===== src/rtl/rtc_bcd_calendar.sv =====
module rtc_bcd_calendar (
  input  logic       clk,
  input  logic       rst_n,
  input  logic       tick_1hz,
  input  logic       hold_base,
  input  logic       osc_lost,
  input  logic       use_12h,
  input  logic       host_open,
  input  logic       host_wr,
  input  logic [2:0] host_addr,
  input  logic [7:0] host_wdata,
  output logic [7:0] host_rdata
);

  logic       osc_q, pend_q;
  logic [7:0] sec_q, min_q, hr_q, day_q, wday_q, mon_q, yr_q;

  function automatic logic [7:0] bcd_up(input logic [7:0] v);
    return (v[3:0] >= 4'd9) ? {v[7:4] + 4'd1, 4'd0} : {v[7:4], v[3:0] + 4'd1};
  endfunction

  logic wen, adv;
  assign wen = host_open && host_wr;
  assign adv = !host_open && !hold_base && (tick_1hz || pend_q);

  logic sec_wrap, min_wrap, min_step, hr_step, day_step, mon_step, yr_step;
  assign sec_wrap = sec_q >= 8'h59;
  assign min_wrap = min_q >= 8'h59;
  assign min_step = adv && sec_wrap;
  assign hr_step  = min_step && min_wrap;

  logic [7:0] h12, hr_next12, hr_next24;
  logic       carry12, carry24;
  assign h12       = {3'b000, hr_q[4:0]};
  assign carry12   = (h12 == 8'h11) && hr_q[5];
  assign hr_next12 = (h12 == 8'h11) ? {2'b00, ~hr_q[5], 5'h12} :
                     (h12 >= 8'h12) ? {2'b00, hr_q[5], 5'h01} :
                     {2'b00, hr_q[5], 5'h00} | bcd_up(h12);
  assign carry24   = hr_q >= 8'h23;
  assign hr_next24 = carry24 ? 8'h00 : bcd_up(hr_q);
  assign day_step  = hr_step && (use_12h ? carry12 : carry24);

  logic       leap, short_mon;
  logic [7:0] last_day;
  assign leap      = yr_q[4] ? (yr_q[3:0] == 4'd2 || yr_q[3:0] == 4'd6)
                             : (yr_q[3:0] == 4'd0 || yr_q[3:0] == 4'd4 || yr_q[3:0] == 4'd8);
  assign short_mon = (mon_q == 8'h04) || (mon_q == 8'h06) || (mon_q == 8'h09) || (mon_q == 8'h11);
  assign last_day  = (mon_q == 8'h02) ? (leap ? 8'h29 : 8'h28) : short_mon ? 8'h30 : 8'h31;
  assign mon_step  = day_step && (day_q >= last_day);
  assign yr_step   = mon_step && (mon_q >= 8'h12);

  always_ff @(posedge clk or negedge rst_n) begin
    if (!rst_n) begin
      osc_q <= 1'b1;
    end else if (osc_lost) begin
      osc_q <= 1'b1;
    end else if (wen && host_addr == 3'd0) begin
      osc_q <= host_wdata[7];
    end
  end

  always_ff @(posedge clk or negedge rst_n) begin
    if (!rst_n)          pend_q <= 1'b0;
    else if (hold_base)  pend_q <= 1'b0;
    else if (host_open)  pend_q <= pend_q || tick_1hz;
    else                 pend_q <= pend_q && tick_1hz;
  end

  always_ff @(posedge clk or negedge rst_n) begin
    if (!rst_n) begin
      sec_q <= 8'h00; min_q <= 8'h00; hr_q <= 8'h00; day_q <= 8'h01;
      wday_q <= 8'h00; mon_q <= 8'h01; yr_q <= 8'h00;
    end else if (wen) begin
      case (host_addr)
        3'd0: sec_q  <= {1'b0, host_wdata[6:0]};
        3'd1: min_q  <= {1'b0, host_wdata[6:0]};
        3'd2: hr_q   <= {2'b00, host_wdata[5:0]};
        3'd3: day_q  <= {2'b00, host_wdata[5:0]};
        3'd4: wday_q <= {5'b00000, host_wdata[2:0]};
        3'd5: mon_q  <= {3'b000, host_wdata[4:0]};
        3'd6: yr_q   <= host_wdata;
        default: ;
      endcase
    end else if (adv) begin
      sec_q <= sec_wrap ? 8'h00 : bcd_up(sec_q);
      if (min_step) min_q <= min_wrap ? 8'h00 : bcd_up(min_q);
      if (hr_step)  hr_q  <= use_12h ? hr_next12 : hr_next24;
      if (day_step) begin
        wday_q <= (wday_q >= 8'h06) ? 8'h00 : wday_q + 8'h01;
        day_q  <= (day_q >= last_day) ? 8'h01 : bcd_up(day_q);
      end
      if (mon_step) mon_q <= (mon_q >= 8'h12) ? 8'h01 : bcd_up(mon_q);
      if (yr_step)  yr_q  <= (yr_q >= 8'h99) ? 8'h00 : bcd_up(yr_q);
    end
  end

  always_comb begin
    case (host_addr)
      3'd0: host_rdata = {osc_q, sec_q[6:0]};
      3'd1: host_rdata = min_q;
      3'd2: host_rdata = hr_q;
      3'd3: host_rdata = day_q;
      3'd4: host_rdata = wday_q;
      3'd5: host_rdata = mon_q;
      3'd6: host_rdata = yr_q;
      default: host_rdata = 8'h00;
    endcase
  end

  logic [55:0] tv;
  assign tv = {sec_q, min_q, hr_q, day_q, wday_q, mon_q, yr_q};

  assert_frozen_R7: assert property (@(posedge clk) disable iff (!rst_n)
    (host_open && !host_wr) |=> $stable(tv));
  assert_pending_lands_R7: assert property (@(posedge clk) disable iff (!rst_n)
    ($fell(host_open) && pend_q && !hold_base) |=> (tv != $past(tv)));
  assert_hold_R8: assert property (@(posedge clk) disable iff (!rst_n)
    (hold_base && !host_open) |=> $stable(tv));
  assert_sec_wrap_R2: assert property (@(posedge clk) disable iff (!rst_n)
    (adv && sec_q == 8'h59) |=> (sec_q == 8'h00 && min_q != $past(min_q)));
  assert_pm_flip_R4: assert property (@(posedge clk) disable iff (!rst_n)
    (hr_step && use_12h && hr_q[4:0] == 5'h11) |=> (hr_q[5] != $past(hr_q[5])));
  assert_osc_set_R9: assert property (@(posedge clk) disable iff (!rst_n)
    osc_lost |=> osc_q);

endmodule


===== config.mk =====
export PLATFORM = sky130hd
export DESIGN_NAME = rtc_bcd_calendar
export DESIGN_NICKNAME = d
export VERILOG_FILES = /design/src/rtl/rtc_bcd_calendar.sv
export SDC_FILE = /design/constraint.sdc
export NUM_CORES = 1
export LEC_CHECK = 0
export ABC_AREA = 1
export BUFFER_PORTS_ARGS = -buffer_cell sky130_fd_sc_hd__clkbuf_2
export CORE_MARGIN = 4
export CORE_UTILIZATION = 62
export CTS_BUF_LIST = sky130_fd_sc_hd__clkbuf_4
export DETAILED_ROUTE_END_ITERATION = 7
export PLACE_DENSITY_LB_ADDON = 0.12
export SLEW_MARGIN = 20
export SYNTH_ARGS = -nofsm -noshare
export SYNTH_HDL_FRONTEND = slang
export SYNTH_SLANG_ARGS = --single-unit

===== constraint.sdc =====
create_clock -name clk -period 5.85 [get_ports clk]
set_input_delay 0 -clock clk [delete_from_list [all_inputs] [get_ports clk]]
set_output_delay 0 -clock clk [all_outputs]
set_load 0.02 [all_outputs]

Word-level counts from Yosys, hierarchy flattened --
Cells that the tools add are included.
Storage, ports and cells: register bits after elaboration 58, memories kept 0, bits of input ports 19, word-level logic and storage cells 173, output and inout bits 8, memory bits (read-only) 0, latch bits 0, memory bits (writable) 0
Operators by class: add/subtract/negate cells 14, bitwise logic cells 2, divide/modulo/power cells 0, reduce and logical (&&, ||, !) cells 49, order comparisons 14, equal/unequal tests 24, multipliers 0, shift-type cells 0, mux-type cells 54
Operators with widths (count):
- $mux 8 | 41
- $pmux 8 s7 | 1
- $add 4x1->4 const B | 12
- $ge 4x4->1 const B | 6
- $reduce_and 3->1 | 7
- $reduce_and 4->1 | 5
- $mux 6 | 3
- $eq 8x3->1 const B | 2
- $ge 8x7->1 const B | 2
- $reduce_bool 3->1 | 5
- $ne 2x1->1 const B | 7
- $reduce_bool 2->1 | 7
- $logic_and 1x1->1 | 11
- $eq 3x3->1 const B | 3
- $add 8x1->8 const B | 1
- $eq 4x3->1 const B | 2
- $eq 8x2->1 const B | 1
- $eq 8x4->1 const B | 1
- $eq 8x5->1 const B | 1
- $ge 8x3->1 const B | 1
- $ge 8x5->1 const B | 1
- $ge 8x6->1 | 1
- $ge 8x6->1 const B | 1
- $ge 8x8->1 const B | 1
- other kinds (19) | 34

Depth between registers and ports, before layout --
depth in word-level cells 12, depth in mapped cells 18, depth with buffers taken out 18

Worst setup path before layout --
Ideal clock, no wire load.
kind register -> register, start point register mon_q[0], end point register day_q[4], period minus slack after synthesis 2.401 ns, arrival 2.285 ns, path slack 3.449 ns, buffers on the path 0, data required time 5.733 ns, stages on the path, launching flop included 18, cell sequence dfstp_2 > inv_1 > ha_1 > inv_1 > nor3_1 > inv_1 > o21ai_0 > o21ai_0 > ha_1 > nand2_1 > nor2_1 > nand2_1 > nand4_4 > nor2_2 > nor2_1 > nand2_2 > nand2_1 > nand2_1
On the way: cells in the longest elaborated chain, start to end 11, elaborated cells on any way between the ends 17, those cells by class order compare (1); eq/ne (5); mux (6); reduce/logical (5)
RTL lines:
- from (decl) | RTL line 16 | logic [7:0] sec_q, min_q, hr_q, day_q, wday_q, mon_q, yr_q;
- from (signal assigned) | RTL line 80 | 3'd5: mon_q <= {3'b000, host_wdata[4:0]};
- from (signal assigned) | RTL line 92 | if (mon_step) mon_q <= (mon_q >= 8'h12) ? 8'h01 : bcd_up(mon_q);
- $eq 8x3->1 | RTL line 47 | assign short_mon = (mon_q == 8'h04) || (mon_q == 8'h06) || (mon_q == 8'h09) || (mon_q == 8'h11);
- $logic_or 1x1->1 (3 in a row) | RTL line 47
- $mux 1 | RTL line 48 | assign last_day = (mon_q == 8'h02) ? (leap ? 8'h29 : 8'h28) : short_mon ? 8'h30 : 8'h31;
- $mux 5 * | RTL line 48
- $ge 8x6->1 * | RTL line 90 | day_q <= (day_q >= last_day) ? 8'h01 : bcd_up(day_q);
- $mux 8 | RTL line 90
- $mux 8 | RTL line 88 | if (day_step) begin
- $mux 8 | RTL line 84 | end else if (adv) begin
- $mux 8 | RTL line 73 | end else if (wen) begin
- to (signal assigned) | RTL line 78 | 3'd3: day_q <= {2'b00, host_wdata[5:0]};
- to (signal assigned) | RTL line 90
- to (decl) | RTL line 16
Every way passes the cells marked *; elsewhere a longest branch is shown, timed or not. The select of a mux whose other input is x is not followed. A chain may end at the register's enable or synchronous reset.

Final worst setup path --
start point register mon_q[0], end point register day_q[6]
The elaborated chain is that of the path after synthesis.

==> summary.txt <==
STA
  – Max Clock Skew: 0.0136 ns
  – Final slew viol count: 0
  – Fin crit period: 2.78 ns
  – Slew margin rel.: 50.1%
  – Worst slew pin tran: 0.748 ns
  – Unrepaired setup endpoints after global routing: false
  – Fin Setup TNS: 0 ns
  – Setup violators final: 0
  – Period utilization: 47.5%
  – Final Hold Vio Count: 0
  – Fmax: between 300 and 400 MHz

Power
  – Total Power: 1.92 mW
  – Gate power share: 48.5%
  – Sequential power share: ~36%
  – Clock power frac: roughly 15%
  – Peak supply drop: about 0.24 mV
  – Leakage power: 2.70 nW
  – Sw power: 0.914 mW
  – Internal power: 1.01 mW
  – Pwr dens: approximately 380 nW/um^2
  – Sw Ratio: 47.5%

Synth
  – Syn Nets: 699
  – Top-count cell post-synth: nand2_1
  – Mapped Cells: 640
  – Dominant cell type by area after synthesis: dfrtp_1
  – Commonest cells in the netlist: 165 x nand2_1, 89 x inv_1, 55 x dfrtp_1
  – Most used flip-flop cell after synthesis: dfrtp_1
  – Yosys warnings: 0
  – Yosys reg bits: 58
  – Sequential share of the synthesized area: 31.6%
  – Yosys cell types: 42
  – Post-Syn Area: 4610 um^2
  – Ys async rst share: between 90% and 100%
  – Post-synth top area share: roughly 30%
  – EDFF count, synth: 0
  – Syn_area_per_cell: 7.20 um^2
  – Area contributors post-synth: dfrtp_1 30%, nand2_1 13%, ha_1 11%

Global route
  – Vias in the first global route: 4289
  – GRT Overall Usage: 30.6%
  – Largest net degree at the start of global routing: 59
  – First-pass GRT wire length: approximately 21000 um
  – Gr ovfl total: 0
  – Initial antenna violation count: 0

Place
  – Post-DP HPWL: 9270 um
  – Port bufs: 26
  – Final GP Congestion: 0.981

Clock network
  – Clock-pin slew on the worst setup and hold paths: 0.10 ns
  – Clock latency at the later pin of the worst-skew pair: around 0.43 ns
  – CTS sink cnt: 58
  – TritonCTS Buffers: 9
  – Root buffer cell: clkbuf_4
  – CTS max path bufs: 2
  – Post-CTS setup buffers: 0
  – H-tree Lvls: 3
  – CTS tree: yes

Critical path
  – Arr. time, crit path: 3.09 ns
  – CP Class: reg2reg
  – Startpoint type of the worst setup path: flop
  – Required @ worst endpoint: 6.17 ns
  – CP Capture Type: flop
  – CP max FO: 7
  – Worst-case reg-to-reg path depth: 17

Floorplanning
  – Die H: 94.2 um
  – Die area: approximately 8900 um^2
  – Num ports: 27
  – Core Box Area: 7250 um^2
  – Die width: ~94 um
  – Initial Util: 63.5%
  – Row cnt: 31

Route
  – Drt pass-1 iters: 5
  – First DRT Iteration DRCs: 354
  – Avg WL per Cell: approximately 16 um
  – # DRC: 0
  – Final wirelength: around 13000 um
  – Vias: 4517
  – Post-route ant nets: 0
  – Via/cell ratio: 5.78

Layout
  – Final nets: 736
  – Layout cell share with drive strength beyond 1: around 14%
  – Diodes inserted: 0
  – Finished Core Util: a little under 70%
  – Fillcell total: 620
  – Layout Area Growth over Synthesis: 8.99%

Hold path
  – Worst hold path type: in2reg
  – Hold path depth: 5

Outcome
  – Status: finished, final reports clean

Flow run
  – Max-cap violations: 0
[worst paths after layout]
path	startpoint	slack (ns)	endpoint
max	mon_q[0]	3.07	day_q[6]
max in group asynchronous	rst_n	5.08	wday_q[2]
min in group asynchronous	rst_n	0.25	sec_q[6]
max reg2reg	mon_q[0]	3.07	day_q[6]
min	use_12h	0.01	hr_q[1]
min reg2reg	hr_q[7]	0.47	hr_q[7]
[worst max-delay path, cell delays in order, from the launching register on]
cell,delay (ns)
dfstp_2,0.41
inv_1,0.12
ha_1,0.18
inv_1,0.05
nor3_1,0.33
inv_1,0.10
o21ai_0,0.08
o21ai_0,0.11
ha_1,0.28
nand2_1,0.05
nor2_1,0.10
nand2_1,0.12
nand4_4,0.17
nor2_2,0.08
nor2_1,0.24
nand2_2,0.11
nand2_1,0.08
nand2_1,0.05
[power by group through the flow]
stage	clock network (mW)	registers [mW]	logic, mW
2_1_floorplan	0	0.644	0.711
3_3_place_gp	0	0.689	0.878
3_5_place_dp	0	0.695	0.912
4_1_cts	0.299	0.687	0.922
5_1_grt	0.318	0.714	1.08
6_report	0.296	0.694	0.932
[cells in the final DEF (no fill, tap or decap), types with 2 or more instances in the layout]
cell,count
a21oi_1,20
a21oi_2,2
a221oi_1,3
a31oi_1,9
clkbuf_2,26
clkbuf_4,12
clkinv_2,3
dfrtp_1,55
dfstp_2,3
dlygate4sd3_1,8
ha_1,40
inv_1,89
inv_2,9
nand2_1,165
nand2_2,13
nand2_4,3
nand3_1,45
nand3_2,7
nand3b_1,3
nand4_1,8
nor2_1,46
nor2_2,6
nor3_1,4
nor3_4,2
o211ai_1,2
o21a_1,3
o21ai_0,41
o21ai_1,6
o221ai_1,2
o22ai_1,15
xnor2_1,7
xor2_1,12
[logic make-up (layout without fill, tap and decap cells)]
logic type,after synthesis,after routing,share of synthesized area [%]
and+or+nand+nor,309,309,31.3
buffers and inverters,109,151,9.56
AOI/OAI and AO/OA,105,105,13.0
DFF,58,58,31.6
adders and majority gates,40,40,10.9
xor gates and xnor gates,19,19,3.61
[per-stage QoR]
step / cell area (um^2) / worst slack (ns) / hold WS (ns) / cells
6_report: 5020 / 3.07 / 0.00987 / 781
5_1_grt: 5020 / 2.67 / 0.0246 / 781
4_1_cts: 5020 / 3.08 / 0.00456 / 781
3_5_place_dp: 4810 / 3.11 / 0.199 / 757
3_3_place_gp: 4810 / 3.28 / 0.192 / 757
2_1_floorplan: 4610 / 3.45 / -0.296 / 640
[per-layer routing]
metal | up-vias | global-route usage [%] | routed length, um
met1 | 2086 | 43.0 | 5540
met2 | 233 | 46.5 | 5400
met3 | 40 | 5.37 | 1170
li1 | 2158 | - | -
met4 | 0 | 12.8 | 440
met5 | - | 0 | 0
[sequential cells by signal (all words and copies together), names as in the netlist]
name    count
day_q       8
hr_q        8
min_q       8
mon_q       8
osc_q       1
pend_q      1
sec_q       8
wday_q      8
yr_q        8
[cell type report]
class                   count  area, um^2  share of cell area, %
multi-input cells         473        2710                   54.0
inverters                 100         379                   7.55
well taps                  99         124                   2.47
clock buffers              12        90.1                   1.79
clock inverters             4        43.8                  0.872
flip-flops and latches     58        1460                   29.0
repair buffers             35         218                   4.34
[repair_timing]
action,4_1_cts,5_1_grt
gates resized for setup,0,0
endpoints found under the hold margin,61,0
hold buffers,8,0
Note: power is estimated with default switching activity, not from simulation.
